$ cat config.mk
export PLATFORM = sky130hd
export DESIGN_NAME = iq_out_formatter
export DESIGN_NICKNAME = d
export VERILOG_FILES = /design/src/rtl/iqf_pkg.sv /design/src/rtl/iqf_par.sv /design/src/rtl/iqf_ser.sv /design/src/rtl/iqf_pads.sv /design/src/rtl/iq_out_formatter.sv
export SDC_FILE = /design/constraint.sdc
export NUM_CORES = 1
export LEC_CHECK = 0
export BUFFER_PORTS_ARGS = -buffer_cell sky130_fd_sc_hd__buf_2
export CORE_MARGIN = 2
export CORE_UTILIZATION = 45
export DETAILED_ROUTE_END_ITERATION = 10
export PLACE_DENSITY = 0.68
export SLEW_MARGIN = 20
export SYNTH_ARGS = -nofsm -noshare
export SYNTH_HDL_FRONTEND = slang
export SYNTH_SLANG_ARGS = --single-unit
$ cat constraint.sdc
create_clock -name clk -period 2.3 [get_ports clk]
set_clock_uncertainty 0.05 [all_clocks]
set_input_delay 0.23 -clock clk [delete_from_list [all_inputs] [get_ports clk]]
set_output_delay 0.23 -clock clk [all_outputs]
set_load 0.005 [all_outputs]
$ cat src/rtl/iqf_pkg.sv
package iqf_pkg;
  typedef enum logic [1:0] {
    SER_IDLE  = 2'd0,
    SER_ANN   = 2'd1,
    SER_SHIFT = 2'd2
  } ser_st_t;
endpackage

$ cat src/rtl/iqf_par.sv
module iqf_par #(
  parameter int W = 10
) (
  input  logic         clk,
  input  logic         rst_n,
  input  logic         en,
  input  logic         in_valid,
  input  logic [W-1:0] in_i,
  input  logic [W-1:0] in_q,
  output logic [W-1:0] par_i,
  output logic [W-1:0] par_q,
  output logic         par_rdy
);
  always_ff @(posedge clk) begin
    if (!rst_n) begin
      par_i   <= '0;
      par_q   <= '0;
      par_rdy <= 1'b0;
    end else begin
      par_rdy <= en && in_valid;
      if (en && in_valid) begin
        par_i <= in_i;
        par_q <= in_q;
      end
    end
  end


  par_new_rdy_chk: assert property (@(posedge clk) disable iff (!rst_n)
    (en && in_valid) |=> par_rdy);


  par_single_rdy_chk: assert property (@(posedge clk) disable iff (!rst_n)
    (!in_valid) |=> (!par_rdy && $stable(par_i) && $stable(par_q)));
endmodule

$ cat src/rtl/iqf_ser.sv
module iqf_ser
  import iqf_pkg::*;
#(
  parameter int W = 10
) (
  input  logic         clk,
  input  logic         rst_n,
  input  logic         en,
  input  logic         in_valid,
  input  logic [W-1:0] in_i,
  input  logic [W-1:0] in_q,
  output logic         sclk,
  output logic         sd_i,
  output logic         sd_q,
  output logic         ser_rdy
);
  localparam int IW = (W > 1) ? $clog2(W) : 1;
  localparam logic [IW-1:0] TOP_IDX = IW'(W - 1);

  logic          ph;
  ser_st_t       st;
  logic [IW-1:0] idx;
  logic [W-1:0]  sh_i, sh_q;
  logic          pend_v;
  logic [W-1:0]  pend_i, pend_q;
  logic          fall, last_bit, load;

  assign fall     = ph;
  assign last_bit = (st == SER_SHIFT) && (idx == '0);
  assign load     = fall && pend_v && ((st == SER_IDLE) || last_bit);

  always_ff @(posedge clk) begin
    if (!rst_n) ph <= 1'b0;
    else        ph <= ~ph;
  end

  always_ff @(posedge clk) begin
    if (!rst_n || !en) begin
      pend_v <= 1'b0;
      pend_i <= '0;
      pend_q <= '0;
    end else if (in_valid) begin
      pend_v <= 1'b1;
      pend_i <= in_i;
      pend_q <= in_q;
    end else if (load) begin
      pend_v <= 1'b0;
    end
  end

  always_ff @(posedge clk) begin
    if (!rst_n || !en) begin
      st   <= SER_IDLE;
      idx  <= '0;
      sh_i <= '0;
      sh_q <= '0;
    end else if (fall) begin
      if (load) begin
        sh_i <= pend_i;
        sh_q <= pend_q;
      end
      unique case (st)
        SER_IDLE:  if (pend_v) st <= SER_ANN;
        SER_ANN: begin
          st  <= SER_SHIFT;
          idx <= TOP_IDX;
        end
        SER_SHIFT: begin
          if (idx != '0) idx <= idx - 1'b1;
          else           st  <= pend_v ? SER_ANN : SER_IDLE;
        end
        default: st <= SER_IDLE;
      endcase
    end
  end

  assign sclk    = ph;
  assign sd_i    = (st == SER_SHIFT) ? sh_i[idx] : 1'b0;
  assign sd_q    = (st == SER_SHIFT) ? sh_q[idx] : 1'b0;
  assign ser_rdy = (st == SER_ANN);


  ser_data_on_fall_chk: assert property (@(posedge clk) disable iff (!rst_n)
    (en && !sclk) |=> ($stable(sd_i) && $stable(sd_q)));


  ser_rdy_min_chk: assert property (@(posedge clk) disable iff (!rst_n)
    $rose(ser_rdy) |=> ser_rdy);


  ser_rdy_max_chk: assert property (@(posedge clk) disable iff (!rst_n)
    (ser_rdy && $past(ser_rdy)) |=> !ser_rdy);
endmodule

$ cat src/rtl/iqf_pads.sv
module iqf_pads #(
  parameter int W = 10
) (
  input  logic         clk,
  input  logic         rst_n,
  input  logic         cfg_serial,
  input  logic         cfg_rdy_hi,
  input  logic [W-1:0] cfg_fill_i,
  input  logic [W-1:0] cfg_fill_q,
  input  logic         oe_i_n,
  input  logic         oe_q_n,
  input  logic [W-1:0] par_i,
  input  logic [W-1:0] par_q,
  input  logic         par_rdy,
  input  logic         sclk,
  input  logic         sd_i,
  input  logic         sd_q,
  input  logic         ser_rdy,
  output logic [W-1:0] out_i,
  output logic [W-1:0] out_q,
  output logic         out_rdy,
  output logic         out_i_en,
  output logic         out_q_en
);
  logic rdy_act;

  always_comb begin
    for (int b = 0; b < W; b++) begin
      if (!cfg_serial) begin
        out_i[b] = par_i[b];
        out_q[b] = par_q[b];
      end else begin
        out_i[b] = (b == 0) ? sd_i : (b == W - 1) ? sclk : cfg_fill_i[b];
        out_q[b] = (b == 0) ? sd_q : cfg_fill_q[b];
      end
    end
  end

  assign rdy_act  = cfg_serial ? ser_rdy : par_rdy;
  assign out_rdy  = cfg_rdy_hi ? rdy_act : ~rdy_act;
  assign out_i_en = ~oe_i_n;
  assign out_q_en = ~oe_q_n;


  ser_clk_toggle_chk: assert property (@(posedge clk) disable iff (!rst_n)
    (cfg_serial && $past(cfg_serial)) |-> (out_i[W-1] != $past(out_i[W-1])));
endmodule

$ cat src/rtl/iq_out_formatter.sv
module iq_out_formatter #(
  parameter int W = 10
) (
  input  logic         clk,
  input  logic         rst_n,
  input  logic         in_valid,
  input  logic [W-1:0] in_i,
  input  logic [W-1:0] in_q,
  input  logic         cfg_serial,
  input  logic         cfg_rdy_hi,
  input  logic [W-1:0] cfg_fill_i,
  input  logic [W-1:0] cfg_fill_q,
  input  logic         oe_i_n,
  input  logic         oe_q_n,
  output logic [W-1:0] out_i,
  output logic [W-1:0] out_q,
  output logic         out_rdy,
  output logic         out_i_en,
  output logic         out_q_en
);
  logic [W-1:0] par_i, par_q;
  logic         par_rdy, sclk, sd_i, sd_q, ser_rdy;

  iqf_par #(.W(W)) u_par (
    .clk(clk), .rst_n(rst_n), .en(!cfg_serial), .in_valid(in_valid),
    .in_i(in_i), .in_q(in_q), .par_i(par_i), .par_q(par_q), .par_rdy(par_rdy)
  );

  iqf_ser #(.W(W)) u_ser (
    .clk(clk), .rst_n(rst_n), .en(cfg_serial), .in_valid(in_valid),
    .in_i(in_i), .in_q(in_q), .sclk(sclk), .sd_i(sd_i), .sd_q(sd_q),
    .ser_rdy(ser_rdy)
  );

  iqf_pads #(.W(W)) u_pads (
    .clk(clk), .rst_n(rst_n), .cfg_serial(cfg_serial), .cfg_rdy_hi(cfg_rdy_hi),
    .cfg_fill_i(cfg_fill_i), .cfg_fill_q(cfg_fill_q),
    .oe_i_n(oe_i_n), .oe_q_n(oe_q_n),
    .par_i(par_i), .par_q(par_q), .par_rdy(par_rdy),
    .sclk(sclk), .sd_i(sd_i), .sd_q(sd_q), .ser_rdy(ser_rdy),
    .out_i(out_i), .out_q(out_q), .out_rdy(out_rdy),
    .out_i_en(out_i_en), .out_q_en(out_q_en)
  );
endmodule

# Word-level counts from Yosys, hierarchy flattened
# Index checks and enable logic that the tools add are counted.
# classes
reduce_logical,16
order_cmp,1
bitwise_logic,4
addsub,1
eq_ne,5
mux,36
# ops
operator,count
2-to-1 mux 1 bit,29
binary-select mux 1 bit (select 4 bit),2
one-hot mux 4 bit (2 select lines),1
one-hot mux 2 bit (3 select lines),1
AND reduction 3 bit,2
< comparator 4 x 5 -> 1 bit (second input constant),1
logical AND 1 bit,4
zero test 4 bit,1
2-to-1 mux 2 bit,2
2-to-1 mux 4 bit,1
!= test 2 bit (second input constant),2
NOT 1 bit,4
nonzero test 2 bit,2
nonzero test 4 bit,1
subtractor 4 x 1 -> 4 bit (second input constant),1
equality test 2 x 1 -> 1 bit (second input constant),1
equality test 2 bit (second input constant),1
zero test 1 bit,2
zero test 2 bit,1
logical OR 1 bit,2
!= test 2 x 1 -> 1 bit (second input constant),1
AND reduction 2 bit,1
# totals
wordCells,74
inputBits,47
out_inout_bits,23
register_bits,69

# Logic depth before layout (Yosys ltp)
# Gate-level depths: netlist (run 1).
# logic_depth
ltp_word,6
depth_mapped,9
mapped_depth_nobuf,6

# Cells and area by module
# Synthesis (run 1) repeated with hierarchy kept, for this count alone.
# hier_totals
cells_unflattened,351
area_unflattened_um2,3265.6
# by_module_without_submodules
mod,n_inst,seq_area_each_um2,cells_each,area_each_um2
iqf_ser,1,960.9,231,2010.7
iqf_par,1,420.4,93,902.1
iqf_pads,1,0.0,26,349.1
iq_out_formatter,1,0.0,1,3.8

# Worst setup path after synthesis (run 1)
# No wires, ideal clock.
# synth_path
kind,register to register
startpoint,register u_ser.idx[0]
endpoint,register u_ser.sh_i[1]
setup_ns,0.128
required_time_ns,2.122
path_buffers,3
slack_ns,0.547
stages_incl_launch_ff,10
synth_period_minus_slack_ns,1.753
arrival_time_ns,1.575
path_cell_list,dfxtp_1 -> buf_6 -> inv_1 -> ha_1 -> nor3b_1 -> o211a_1 -> buf_2 -> buf_6 -> mux2i_1 -> nor2_1
# synth_via
elab_chain_len,5
# synth_lines
element,line_no,source
"start, declared",iqf_ser.sv:22,logic [IW-1:0] idx;
"start signal, assigned",iqf_ser.sv:69,if (idx != '0) idx <= idx - 1'b1;
zero test 4 bit,iqf_ser.sv:29,assign last_bit = (st == SER_SHIFT) && (idx == '0);
logical AND 1 bit,iqf_ser.sv:29,
logical OR 1 bit,iqf_ser.sv:30,assign load = fall && pend_v && ((st == SER_IDLE) || last_bit);
logical AND 1 bit,iqf_ser.sv:30,
AND reduction 2 bit (no line),--,
"end signal, assigned",iqf_ser.sv:59,sh_i <= pend_i;
"end, declared",iqf_ser.sv:23,"logic [W-1:0] sh_i, sh_q;"
# Every way passes these cells.
# A chain may end at the register's enable or synchronous reset.

# Worst setup path after layout (run 1)
# layout_path
startpoint,register u_ser.idx[1]
endpoint,output out_i[0]
# layout_via
elab_chain_len,4
# layout_lines
element,line_no,source
binary-select mux 1 bit (select 4 bit),iqf_ser.sv:78,assign sd_i = (st == SER_SHIFT) ? sh_i[idx] : 1'b0;
2-to-1 mux 1 bit (not written as such),iqf_ser.sv:78,
2-to-1 mux 1 bit,iqf_ser.sv:78,
2-to-1 mux 1 bit,iqf_pads.sv:29,if (!cfg_serial) begin
"end, declared",iq_out_formatter.sv:15,"output logic [W-1:0] out_i,"
# Every way passes these cells. The select of a mux whose other input is x is not followed.

==> results of run 1 <==
## flip-flops by register name (all words and copies together), names as in the netlist
register and cells:
u_ser.pend_v 1, u_ser.sclk 1, u_par.par_rdy 1, u_ser.pend_i 10, u_ser.sh_i 10, u_par.par_i 10
u_ser.pend_q 10, u_ser.st 2, u_ser.sh_q 10, u_ser.idx 4, u_par.par_q 10
## tightest hold or removal path, stage by stage
cell	delay, ns
sky130_fd_sc_hd__buf_2	0.09
sky130_fd_sc_hd__mux2i_1	0.06
sky130_fd_sc_hd__nor2_1	0.07
## cell families after synthesis
logic type	synth area share, %
muxes	23.37
adders and majority gates	0.4078
AOI/OAI and AO/OA	9.992
and+or+nand+nor	14.93
buffers and inverters	5.995
DFF	45.02
xor gates and xnor gates	0.2855
## per-layer routing
layer	vias up	track usage [%]	part of all wire, %
li1	1218	-	-
met1	1101	24.87	48
met2	64	27.34	46
met3	6	3.619	4.9
met4	0	8.097	1.5
met5	-	0	0
## worst min-delay path by stage
stage	startpoint	slack [ns]	depth (start not counted)	endpoint
finish	in_i[2]	0.1	3	u_ser.pend_i[2]$_SDFFE_PP0P_
global route	in_i[7]	0.1	3	u_ser.pend_i[7]$_SDFFE_PP0P_
CTS	in_i[2]	0.08	3	u_ser.pend_i[2]$_SDFFE_PP0P_
detailed placement	u_par.par_i[2]$_SDFFE_PN0P_	0.41	2	u_par.par_i[2]$_SDFFE_PN0P_
global placement	u_par.par_i[9]$_SDFFE_PN0P_	0.40	2	u_par.par_i[9]$_SDFFE_PN0P_
floorplan	in_i[9]	0.32	2	u_par.par_i[9]$_SDFFE_PN0P_
## report_power, final
| group | leakage, nW | internal, mW | switching [mW] | total (mW) |
|---|---|---|---|---|
| Sequential | 0.561 | 1.23 | 0.0180 | 1.24 |
| Combinational | 0.817 | 0.116 | 0.111 | 0.227 |
| Clock | 0.0901 | 0.418 | 0.436 | 0.854 |
## cells in the final DEF, fill, tap and decap left out, drive strengths merged, types with 4 or more instances in the layout
cell type,instances
a21boi,20
a21oi,5
buf,76
clkbuf,12
clkinv,4
dfxtp,69
inv,10
mux2,19
mux2i,48
nand2,43
nor2,45
o21ai,4
## stage by stage
| step | hold slack [ns] | utilization [%] |
|---|---|---|
| 2_1_floorplan | 0.3249 | - |
| 3_3_place_gp | 0.4004 | 51.48 |
| 3_5_place_dp | 0.4075 | 51.48 |
| 4_1_cts | 0.08163 | 54.01 |
| 5_1_grt | 0.09609 | 54.01 |
| 6_report | 0.09501 | 54.01 |
## area by class of cell
cell class                 instances  area (µm²)  share of cell area, %
timing repair buffer              76       417.9                  11.58
tap                               80       100.1                  2.774
inverter                          10       37.54                  1.040
clock buffer                      12       145.1                  4.022
clock inverter                     4       23.77                 0.6588
sequential                        69        1381                  38.28
multi-input combinational        218        1503                  41.64
==> impl_metrics.sql, run 1 <==
INSERT INTO impl_metrics (metric_group, metric, value, unit) VALUES
('synth', 'postSynthCellCount', '320', ''),
('drt', 'routed-via-count', '2389', ''),
('sta', 'worst_slack_setup_final', '0.1308', 'ns'),
('sta', 'max-slew-margin-rel', '67.86', '%'),
('critical_path', 'reg2reg_from', 'u_ser.idx[0]$_SDFFE_PP0P_', ''),
('die', 'die_w', '86.57', 'µm'),
('sta', 'final_max_slew_viol_count', '0', ''),
('synth', 'synthesis.area_per_instance', '9.587', 'µm²'),
('synth', 'synth-edff-count', '0', ''),
('finish', 'areaGrowthSynthToFinish', '17.62', '%'),
('synth', 'synth_commonest_cells', '69 x sky130_fd_sc_hd__dfxtp_1, 48 x sky130_fd_sc_hd__mux2i_1, 45 x sky130_fd_sc_hd__nor2_1', ''),
('synth', 'synth_area_leader_cell', 'sky130_fd_sc_hd__dfxtp_1', ''),
('power', 'total_power', '2.325', 'mW'),
('sta', 'finalHoldViolCount', '0', ''),
('finish', 'layout-drive-gt1-share', '29.31', '%'),
('run_status', 'status', 'completed', ''),
('die', 'chipHeight', '86.57', 'µm'),
('finish', 'instances_no_fill', '469', ''),
('critical_path', 'crit_chain', 'mux2_2, or3_1, a31o_1, buf_2', ''),
('grt', 'antenna_found_initial', '0', ''),
('critical_path', 'timing.critical_path.max_delay_family', 'flip-flops', ''),
('critical_path', 'worst_r2r_path_depth', '7', ''),
('synth', 'distinct_cell_type_count_of_the_synthesized_netlist', '40', ''),
('drt', 'number_of_nets_still_failing_antenna_checks_after_routing', '0', ''),
('drt', 'detail_route.vias_per_cell', '5.094', ''),
('die', 'initial_utilization', '45.92', '%'),
('clocking', 'cts_root_buffer', 'sky130_fd_sc_hd__clkbuf_8', ''),
('drt', 'drt_drc_violations_left', '0', ''),
('critical_path', 'critical_path.slowest_cell', 'sky130_fd_sc_hd__dfxtp_1', ''),
('sta', 'timing.final.crit_share', '94.31', '%'),
('critical_path', 'reg2reg_to', 'u_ser.sh_i[9]$_SDFFE_PP0P_', ''),
('sta', 'timing.final.setup_violations', '0', ''),
('critical_path', 'worstSetupEndpointType', 'primary output', ''),
('placement', 'place_congestion', '0.8075', ''),
('finish', 'fill_cells', '628', ''),
('placement', 'placement.cell_area', '0.003440', 'mm²'),
('placement', 'port_buffers', '66', ''),
('power', 'ir_worst_vdd', '0.4067', 'mV'),
('clocking', 'cts_tree', 'done', ''),
('synth', 'synth_nets', '368', ''),
('min_path', 'holdCritPathClass', 'in2reg', ''),
('power', 'power-per-cell-area', '644.2', 'mW/mm²'),
('critical_path', 'critPathMaxFanout', '7', ''),
('drt', 'wire_per_inst', '13.83', 'µm'),
('synth', 'synth_ff_type', 'sky130_fd_sc_hd__dfxtp_1', ''),
('synth', 'ys_async_sr_fraction', '0', '%'),
('synth', 'synth_most_common_cell', 'sky130_fd_sc_hd__dfxtp_1', ''),
('critical_path', 'data_required_critical_path', '2.02', 'ns'),
('synth', 'ys.warnings.count', '0', ''),
('clocking', 'htreeDepth', '3', ''),
('job', 'cap_violations', '0', ''),
('grt', 'grt_max_degree', '49', ''),
('critical_path', 'critical_path_cell_count', '4', ''),
('finish', 'num_antenna_cells', '0', ''),
('die', 'dieArea', '0.007494', 'mm²'),
('critical_path', 'criticalPathCategory', 'reg2out', ''),
('critical_path', 'startpoint_type', 'flip-flop', ''),
('clocking', 'ctsLongestPathBuffers', '2', ''),
('synth', 'synth_area', '0.003068', 'mm²'),
('clocking', 'cts.sinks', '69', ''),
('critical_path', 'setup.worst_path.start', 'u_ser.idx[1]$_SDFFE_PP0P_', ''),
('critical_path', 'cp.arrival', '1.89', 'ns'),
('placement', 'hpwlAfterDp', '4535', 'µm'),
('clocking', 'holdBufCountCts', '0', ''),
('grt', 'gr-total-overflow', '0', ''),
('sta', 'layout_min_cycle_time', '2.169', 'ns'),
('grt', 'wire_length_of_the_first_global_routing_pass', '10510', 'µm'),
('synth', 'proportion_of_netlist_area_held_by_the_largest_area_contributor', '45.02', '%'),
('finish', 'post-route-cell-area', '0.003608', 'mm²'),
('clocking', 'clk_pin_slew', '0.07', 'ns'),
('finish', 'fin_nets', '432', '');
(Power assumes the default switching activity.)
==> inputs of run 2 (changes only) <==
--- a/config.mk
+++ b/config.mk
@@ -13,4 +13,5 @@
 export SLEW_MARGIN = 20
 export SYNTH_ARGS = -nofsm -noshare
 export SYNTH_HDL_FRONTEND = slang
+export SYNTH_HIERARCHICAL = 1
 export SYNTH_SLANG_ARGS = --single-unit
==> run 2 against run 1 <==
Compared with the run above:
- non-clock buffer count rose by 5
- final area rose by 8.5%
- die area rose by 6.1%
- wire length rose by 11%
- clock power rose by 42%
- power rose by 17%
- register-to-register slack got worse by 0.09 ns
- hold slack barely moved
- setup slack got worse by 0.031 ns
- critical path depth rose by 1
- highest routed layer unchanged
- first-iteration DRC count rose by 76%
==> impl_metrics.sql, run 2 <==
INSERT INTO impl_metrics (metric_group, metric, value, unit) VALUES
('critical_path', 'critical_path_cell_count', '5', ''),
('finish', 'fin_util', '54.87', '%'),
('grt', 'grt_pass1_vias', '2495', ''),
('synth', 'synth_nets', '399', ''),
('synth', 'synth_area', '0.003266', 'mm²'),
('synth', 'postSynthCellCount', '351', ''),
('sta', 'worst_slack_setup_final', '0.1002', 'ns'),
('placement', 'hpwlAfterDp', '4919', 'µm'),
('power', 'total_power', '2.725', 'mW'),
('critical_path', 'reg2reg_from', 'u_ser/idx[1]$_SDFFE_PP0P_', ''),
('drt', 'length_of_the_first_detailed_routing_pass_in_iterations', '4', ''),
('job', 'cap_violations', '0', ''),
('critical_path', 'setup.worst_path.start', 'u_ser/idx[0]$_SDFFE_PP0P_', ''),
('clocking', 'cts_tree', 'done', ''),
('finish', 'layout_common_cells', '66 x sky130_fd_sc_hd__buf_2, 65 x sky130_fd_sc_hd__nand2_1, 64 x sky130_fd_sc_hd__dfxtp_1', ''),
('critical_path', 'worstSetupEndpointType', 'primary output', ''),
('finish', 'mostFrequentLayoutCell', 'sky130_fd_sc_hd__buf_2', ''),
('grt', 'gr-total-overflow', '0', ''),
('critical_path', 'criticalPathCategory', 'reg2out', ''),
('min_path', 'min_path_cells', '3', ''),
('drt', 'wire_per_inst', '13.90', 'µm'),
('critical_path', 'worst_r2r_path_depth', '8', ''),
('synth', 'ys_async_sr_fraction', '0', '%'),
('clocking', 'ctsLongestPathBuffers', '2', ''),
('sta', 'tns', '0', 'ns'),
('critical_path', 'critPathBufInv', '1', ''),
('critical_path', 'cp.arrival', '1.92', 'ns'),
('critical_path', 'data_required_critical_path', '2.02', 'ns'),
('die', 'core.rowCount', '31', ''),
('placement', 'place_congestion', '0.8491', ''),
('placement', 'dp.cells', '502', ''),
('finish', 'num_antenna_cells', '0', ''),
('sta', 'grt_setup_unrepaired', 'no', ''),
('critical_path', 'crit_chain', 'mux4_2, nand2b_1, and3_1, mux2_4, buf_2', ''),
('synth', 'synth.top_cells.by_area', 'sky130_fd_sc_hd__dfxtp_1 42%, sky130_fd_sc_hd__mux2_4 9.2%, sky130_fd_sc_hd__mux2i_1 7.7%, sky130_fd_sc_hd__nand2_1 7.5%, sky130_fd_sc_hd__o21ai_2 5.4%', ''),
('clocking', 'insertion_delay', '0.34', 'ns'),
('grt', 'antenna_found_initial', '0', ''),
('critical_path', 'startpoint_type', 'flip-flop', ''),
('synth', 'synthesis.area_per_instance', '9.304', 'µm²'),
('sta', 'worst-slew-pin-transition', '0.5411', 'ns'),
('sta', 'layout_min_cycle_time', '2.200', 'ns'),
('synth', 'synth_adder_area_share', '0.3831', '%'),
('synth', 'distinct_cell_type_count_of_the_synthesized_netlist', '44', ''),
('min_path', 'hold_path.startpoint', 'in_i[5]', ''),
('synth', 'synth_ff_type', 'sky130_fd_sc_hd__dfxtp_1', ''),
('die', 'initial_utilization', '45.76', '%'),
('synth', 'synth_commonest_cells', '69 x sky130_fd_sc_hd__dfxtp_1, 65 x sky130_fd_sc_hd__nand2_1, 28 x sky130_fd_sc_hd__a21oi_1', ''),
('critical_path', 'timing.critical_path.max_delay_family', 'multiplexers', ''),
('die', 'boundaryPins', '70', ''),
('finish', 'fin_nets', '462', ''),
('clocking', 'clk_pin_slew', '0.08', 'ns'),
('synth', 'proportion_of_netlist_area_held_by_the_largest_area_contributor', '42.30', '%'),
('grt', 'grt_use_total', '19.20', '%'),
('power', 'ir_worst_vdd', '0.4026', 'mV'),
('die', 'dieArea', '0.007954', 'mm²'),
('sta', 'final_max_slew_viol_count', '0', ''),
('synth', 'synth-xor-area-share', '0.2682', '%'),
('sta', 'max-slew-margin-rel', '63.84', '%'),
('sta', 'timing.final.setup_violations', '0', ''),
('critical_path', 'critical_path.slowest_cell', 'sky130_fd_sc_hd__mux4_2', ''),
('die', 'chipHeight', '89.19', 'µm'),
('drt', 'drt_drc_violations_left', '0', ''),
('drt', 'detail_route.vias_per_cell', '5.174', ''),
('drt', 'drt_wl_total', '7198', 'µm'),
('synth', 'ys_seq_elements', '69', ''),
('synth', 'synth_most_common_cell', 'sky130_fd_sc_hd__dfxtp_1', ''),
('power', 'power-per-cell-area', '695.9', 'mW/mm²'),
('clocking', 'cts.sinks', '69', ''),
('synth', 'synth-edff-count', '0', ''),
('sta', 'finalHoldViolCount', '0', ''),
('power', 'power_leakage', '1.609', 'nW'),
('run_status', 'status', 'completed', ''),
('synth', 'muxShareOfSynthArea', '18.58', '%'),
('placement', 'placement.cell_area', '0.003649', 'mm²'),
('clocking', 'htreeDepth', '3', ''),
('synth', 'synth-compound-area-share', '13.03', '%'),
('synth', 'synth_area_leader_cell', 'sky130_fd_sc_hd__dfxtp_1', ''),
('sta', 'fmaxAchievable', '454.6', 'MHz'),
('synth', 'synth-simple-area-share', '18.51', '%'),
('finish', 'post-route-cell-area', '0.003916', 'mm²'),
('grt', 'wire_length_of_the_first_global_routing_pass', '11880', 'µm'),
('drt', 'number_of_nets_still_failing_antenna_checks_after_routing', '0', ''),
('grt', 'grt_max_degree', '43', ''),
('critical_path', 'critPathMaxFanout', '5', ''),
('synth', 'ys.warnings.count', '6', ''),
('drt', 'routed-via-count', '2680', ''),
('finish', 'areaGrowthSynthToFinish', '19.92', '%'),
('synth', 'synth_top_family_by_area', 'multiplexers', ''),
('min_path', 'holdCritPathClass', 'in2reg', ''),
('clocking', 'cts_root_buffer', 'sky130_fd_sc_hd__clkbuf_8', ''),
('finish', 'layout-drive-gt1-share', '36.28', '%'),
('clocking', 'cts_buffers', '9', ''),
('sta', 'timing.final.crit_share', '95.64', '%'),
('synth', 'synth-seq-area-share', '42.30', '%'),
('placement', 'pre_cts_ws', '0.3162', 'ns'),
('die', 'design.core.area', '0.007137', 'mm²'),
('finish', 'fill_cells', '670', ''),
('sta', 'hold_slack', '0.09528', 'ns'),
('drt', 'initialDrtViolationCount', '155', ''),
('die', 'die_w', '89.19', 'µm'),
('finish', 'instances_no_fill', '518', ''),
('critical_path', 'largest_stage_delay_worst_path', '0.48', 'ns'),
('placement', 'port_buffers', '66', '');
run 2: changes by cell type after synthesis, moves of 20 or more:
cell / previous run / this run
sky130_fd_sc_hd__a21boi_0: 20 / 0
sky130_fd_sc_hd__a21oi_1: 5 / 28
sky130_fd_sc_hd__mux2_4: 0 / 20
sky130_fd_sc_hd__mux2i_1: 48 / 25
sky130_fd_sc_hd__nand2_1: 43 / 65
sky130_fd_sc_hd__nand4_1: 0 / 21
sky130_fd_sc_hd__o21ai_2: 0 / 20
run 2: path summary, 6_finish.rpt:
kind	to	slack [ns]
min	u_ser/pend_i[5]$_SDFFE_PP0P_	0.1
max	out_i[0]	0.10
min reg2reg	u_ser/sh_i[4]$_SDFFE_PP0P_	0.41
max reg2reg	u_ser/pend_v$_SDFFE_PP0P_	0.24
run 2: report_power, final:
group / leakage [nW] / internal [mW] / switching [mW]
Sequential: 0.564 / 1.22 / 0.0208
Clock: 0.119 / 0.748 / 0.467
Combinational: 0.927 / 0.132 / 0.134
run 2: worst register-to-register path, delay by kind of cell (launching register included):
family                   cells  cell delay (ns)
AO/OA/AOI/OAI                2             0.48
adder cells (fa/ha/maj)      1             0.16
buffers and inverters        3             0.42
flip-flops                   1             0.37
AND/OR/NAND/NOR              2             0.45
run 2: area by class of cell:
cell class	instances	area [µm²]	area share, %
well taps	99	123.9	3.163
multi-input cells	245	1667	42.56
inverters	8	30.03	0.7668
clock buffers	10	137.6	3.514
clock inverters	6	110.1	2.812
flip-flops and latches	69	1393	35.56
repair buffers	81	455.4	11.63
run 2: what timing repair did:
action,CTS,global route
resized for setup,2,7
setup endpoints to repair,2,2
pin swaps,0,3
hold buffers,0,0
buffers inserted,0,1
run 2: metal layers:
metal | up-vias | part of all wire (%) | track usage [%]
li1 | 1351 | - | -
met5 | - | 0 | 0
met1 | 1264 | 49 | 26.97
met2 | 57 | 46 | 29.16
met3 | 8 | 3.3 | 3.601
met4 | 0 | 1.6 | 7.734
run 2: kinds of logic (layout without fill, tap and decap cells):
family                   after synthesis  in the layout
AO/OA/AOI/OAI                         62             62
flip-flops                            69             69
AND/OR/NAND/NOR                      133            133
XOR/XNOR                               1              1
adder cells (fa/ha/maj)                1              1
multiplexers                          48             48
buffers and inverters                 37            105
==> inputs of run 3 (changes only) <==
--- a/config.mk
+++ b/config.mk
@@ -5,12 +5,14 @@
 export SDC_FILE = /design/constraint.sdc
 export NUM_CORES = 1
 export LEC_CHECK = 0
+export ABC_AREA = 1
 export BUFFER_PORTS_ARGS = -buffer_cell sky130_fd_sc_hd__buf_2
 export CORE_MARGIN = 2
 export CORE_UTILIZATION = 45
 export DETAILED_ROUTE_END_ITERATION = 10
+export GPL_TIMING_DRIVEN = 0
 export PLACE_DENSITY = 0.68
-export SLEW_MARGIN = 20
+export SLEW_MARGIN = 0
 export SYNTH_ARGS = -nofsm -noshare
 export SYNTH_HDL_FRONTEND = slang
 export SYNTH_HIERARCHICAL = 1
==> run 3 against run 2 <==
Compared with the run above:
- register-to-register slack better by 0.36 ns
- first-iteration DRC count shrank 32%
- critical path depth rose by 5
- final cell count rose by 27%
- clock power is 12% lower
- critical endpoint unchanged
- largest cell class unchanged
- largest power group unchanged
==> impl_metrics.sql, run 3 <==
INSERT INTO impl_metrics (metric_group, metric, value, unit) VALUES
('run_status', 'status', 'completed', ''),
('placement', 'place_congestion', '0.8774', ''),
('critical_path', 'slack_of_the_worst_reg_to_reg_path', '0.60', 'ns'),
('synth', 'synthesis.area_per_instance', '6.615', 'µm²'),
('clocking', 'cts_tree', 'done', ''),
('critical_path', 'criticalPathCategory', 'reg2out', ''),
('synth', 'synth.top_cells.by_area', 'sky130_fd_sc_hd__dfxtp_1 44%, sky130_fd_sc_hd__nand2_1 21%, sky130_fd_sc_hd__a21oi_1 7.9%, sky130_fd_sc_hd__inv_1 6.3%, sky130_fd_sc_hd__nor2_1 5.6%', ''),
('power', 'p_seq_share', '48.4', '%'),
('job', 'cap_violations', '0', ''),
('grt', 'grt_max_degree', '13', ''),
('sta', 'grt_setup_unrepaired', 'no', ''),
('sta', 'timing.final.crit_share', '89.01', '%'),
('synth', 'synth_area', '0.003162', 'mm²'),
('finish', 'num_antenna_cells', '0', ''),
('drt', 'routed-via-count', '2997', ''),
('die', 'boundaryPins', '70', ''),
('sta', 'worst-slew-pin-transition', '0.4787', 'ns'),
('finish', 'fin_nets', '603', ''),
('drt', 'wire_per_inst', '11.19', 'µm'),
('power', 'power-per-cell-area', '679.0', 'mW/mm²'),
('sta', 'layout_min_cycle_time', '2.047', 'ns'),
('sta', 'tns', '0', 'ns'),
('die', 'core.rowCount', '30', ''),
('drt', 'number_of_nets_still_failing_antenna_checks_after_routing', '0', ''),
('critical_path', 'largest_stage_delay_worst_path', '0.38', 'ns'),
('critical_path', 'data_required_critical_path', '2.02', 'ns'),
('synth', 'synth-edff-count', '0', ''),
('synth', 'postSynthCellCount', '478', ''),
('drt', 'route.met3.wl', '320', 'µm'),
('critical_path', 'timing.critical_path.max_delay_family', 'simple AND/OR/NAND/NOR gates', ''),
('drt', 'routed-wl-met2', '3384', 'µm'),
('synth', 'synth_ff_type', 'sky130_fd_sc_hd__dfxtp_1', ''),
('clocking', 'htreeDepth', '3', ''),
('synth', 'proportion_of_netlist_area_held_by_the_largest_area_contributor', '43.69', '%'),
('synth', 'ys_seq_elements', '69', ''),
('power', 'combinationalPowerShare', '10.6', '%'),
('drt', 'drt_drc_violations_left', '0', ''),
('drt', 'detail_route.wirelength.met1', '3534', 'µm'),
('grt', 'grt_use_total', '20.34', '%'),
('die', 'chipHeight', '87.82', 'µm'),
('critical_path', 'worstSetupEndpoint', 'out_i[0]', ''),
('drt', 'drt_wl_total', '7340', 'µm'),
('critical_path', 'critical_path.slowest_cell', 'sky130_fd_sc_hd__dfxtp_1', ''),
('grt', 'gr-total-overflow', '0', ''),
('finish', 'fill_cells', '702', ''),
('power', 'switching_share', '24.68', '%'),
('sta', 'timing.final.setup_violations', '0', ''),
('critical_path', 'worst_r2r_path_depth', '9', ''),
('critical_path', 'critical_path_cell_count', '10', ''),
('critical_path', 'crit_chain', 'inv_2, buf_2, nand2_1, nand3_1, nand3_1, nand3_1, a21oi_1, nand2_1, nand2_1, buf_2', ''),
('finish', 'mostFrequentLayoutCell', 'sky130_fd_sc_hd__nand2_1', ''),
('clocking', 'ctsLongestPathBuffers', '2', ''),
('power', 'ir_worst_vdd', '0.3249', 'mV'),
('grt', 'wire_length_of_the_first_global_routing_pass', '12250', 'µm'),
('power', 'total_switching_power', '641.2', 'µW'),
('sta', 'final_max_slew_viol_count', '0', ''),
('finish', 'areaGrowthSynthToFinish', '21.01', '%'),
('sta', 'fmaxAchievable', '488.4', 'MHz'),
('critical_path', 'cp.arrival', '1.77', 'ns'),
('synth', 'synth_nets', '526', ''),
('die', 'design.core.area', '0.006794', 'mm²'),
('critical_path', 'critPathBufInv', '3', ''),
('power', 'power_leakage', '1.884', 'nW'),
('placement', 'hpwlAfterDp', '5566', 'µm'),
('placement', 'port_buffers', '66', ''),
('finish', 'fin_util', '56.32', '%'),
('critical_path', 'setup.worst_path.start', 'u_ser/idx[0]$_SDFFE_PP0P_', ''),
('grt', 'antenna_found_initial', '0', ''),
('power', 'share_clk_of_total_power', '41.0', '%'),
('die', 'initial_utilization', '46.54', '%'),
('drt', 'initialDrtViolationCount', '106', ''),
('synth', 'distinct_cell_type_count_of_the_synthesized_netlist', '19', ''),
('synth', 'ys_async_sr_fraction', '0', '%'),
('clocking', 'post_cts.repair.setup_buffers', '0', ''),
('clocking', 'holdBufCountCts', '0', ''),
('synth', 'synth_commonest_cells', '179 x sky130_fd_sc_hd__nand2_1, 69 x sky130_fd_sc_hd__dfxtp_1, 53 x sky130_fd_sc_hd__inv_1', ''),
('die', 'die_w', '87.82', 'µm'),
('drt', 'length_of_the_first_detailed_routing_pass_in_iterations', '4', ''),
('critical_path', 'worstSetupEndpointType', 'primary output', ''),
('synth', 'ys.warnings.count', '6', ''),
('clocking', 'cts_resized', '0', ''),
('finish', 'layout_common_cells', '179 x sky130_fd_sc_hd__nand2_1, 73 x sky130_fd_sc_hd__buf_2, 69 x sky130_fd_sc_hd__dfxtp_1', ''),
('clocking', 'cts_buffers', '9', ''),
('clocking', 'cts.sinks', '69', ''),
('min_path', 'holdCritPathClass', 'in2reg', ''),
('synth', 'synth_area_leader_cell', 'sky130_fd_sc_hd__dfxtp_1', ''),
('critical_path', 'reg2reg_to', 'u_ser/sh_i[6]$_SDFFE_PP0P_', ''),
('power', 'p_int', '1.957', 'mW'),
('grt', 'grt_pass1_vias', '2719', ''),
('sta', 'max-slew-margin-rel', '68.09', '%'),
('critical_path', 'startpoint_type', 'flip-flop', ''),
('synth', 'synth-seq-area-share', '43.69', '%'),
('clocking', 'cts_root_buffer', 'sky130_fd_sc_hd__clkbuf_8', ''),
('drt', 'maxUsedRoutingLayer', 'met4', ''),
('clocking', 'clk_pin_slew', '0.07', 'ns'),
('sta', 'finalHoldViolCount', '0', ''),
('critical_path', 'reg2reg_from', 'u_ser/idx[0]$_SDFFE_PP0P_', ''),
('clocking', 'insertion_delay', '0.34', 'ns'),
('drt', 'detail_route.vias_per_cell', '4.569', ''),
('finish', 'layout-drive-gt1-share', '19.46', '%'),
('synth', 'synth_most_common_cell', 'sky130_fd_sc_hd__nand2_1', ''),
('die', 'dieArea', '0.007712', 'mm²'),
('critical_path', 'critPathMaxFanout', '10', '');
-- run 3: cell types whose count changed in the layout (fill, tap and decap cells not counted), sizes merged, moves of 21 or more --
| cell | previous run | this run |
|---|---|---|
| a21oi | 29 | 50 |
| inv | 8 | 57 |
| mux2 | 21 | 0 |
| mux2i | 25 | 0 |
| nand2 | 65 | 182 |
| nand4 | 21 | 0 |
| nor2 | 27 | 48 |
-- run 3: final cells by class --
cell class	count	area, µm²	share of cell area (%)
clock buffers	9	123.9	3.237
inverters	57	214.0	5.592
plain buffers	24	166.4	4.349
repair buffers	66	330.3	8.633
well taps	96	120.1	3.139
multi-input cells	328	1400	36.59
flip-flops and latches	69	1381	36.10
clock inverters	7	90.09	2.354
-- run 3: power groups by stage --
stage / clock, mW / combinational, mW / sequential (mW)
finish: 1.06 / 0.276 / 1.26
global route: 1.13 / 0.317 / 1.26
CTS: 1.09 / 0.278 / 1.26
detailed placement: 0 / 0.276 / 1.29
global placement: 0 / 0.270 / 1.28
floorplan: 0 / 0.167 / 1.28
-- run 3: tightest hold or removal path: cells and delay by family --
| kind | cells | cell delay [ns] |
|---|---|---|
| and+or+nand+nor | 1 | 0.03 |
| buffers and inverters | 2 | 0.17 |
-- run 3: worst min path at each step --
stage / start / end / slack, ns / cells after the start
after floorplan: rst_n / u_ser/sclk$_SDFF_PN0_ / 0.29 / 2
after global placement: u_ser/sh_i[8]$_SDFFE_PP0P_ / u_ser/sh_i[8]$_SDFFE_PP0P_ / 0.39 / 2
after detailed placement: u_ser/sh_i[8]$_SDFFE_PP0P_ / u_ser/sh_i[8]$_SDFFE_PP0P_ / 0.39 / 2
after CTS: rst_n / u_ser/sclk$_SDFF_PN0_ / 0.07 / 3
after global routing: rst_n / u_ser/sclk$_SDFF_PN0_ / 0.08 / 3
final: rst_n / u_ser/sclk$_SDFF_PN0_ / 0.08 / 3
-- run 3: cell families after synthesis --
group / after synthesis / synth area share (%)
AND/OR/NAND/NOR: 255 / 32.49
buffers and inverters: 81 / 12.03
AO/OA/AOI/OAI: 72 / 11.40
flip-flops: 69 / 43.69
adder cells (fa/ha/maj): 1 / 0.3957
-- run 3: metrics by stage --
step           hold slack (ns)  setup slack, ns  instances  power [mW]  area (µm²)
2_1_floorplan           0.2870           0.8336        478       1.446        3162
3_3_place_gp            0.3889           0.6388        640       1.555        3612
3_5_place_dp            0.3917           0.6136        640       1.561        3612
4_1_cts                0.06573           0.2431        656       2.622        3826
5_1_grt                0.08419           0.1292        656       2.709        3826
6_report               0.07844           0.2527        656       2.598        3826
-- run 3: layer usage --
layer | GRT usage, % | vias to the layer above
met1 | 26.77 | 1313
met3 | 4.713 | 9
li1 | - | 1613
met2 | 32.92 | 62
met4 | 6.993 | 0
met5 | 0 | -
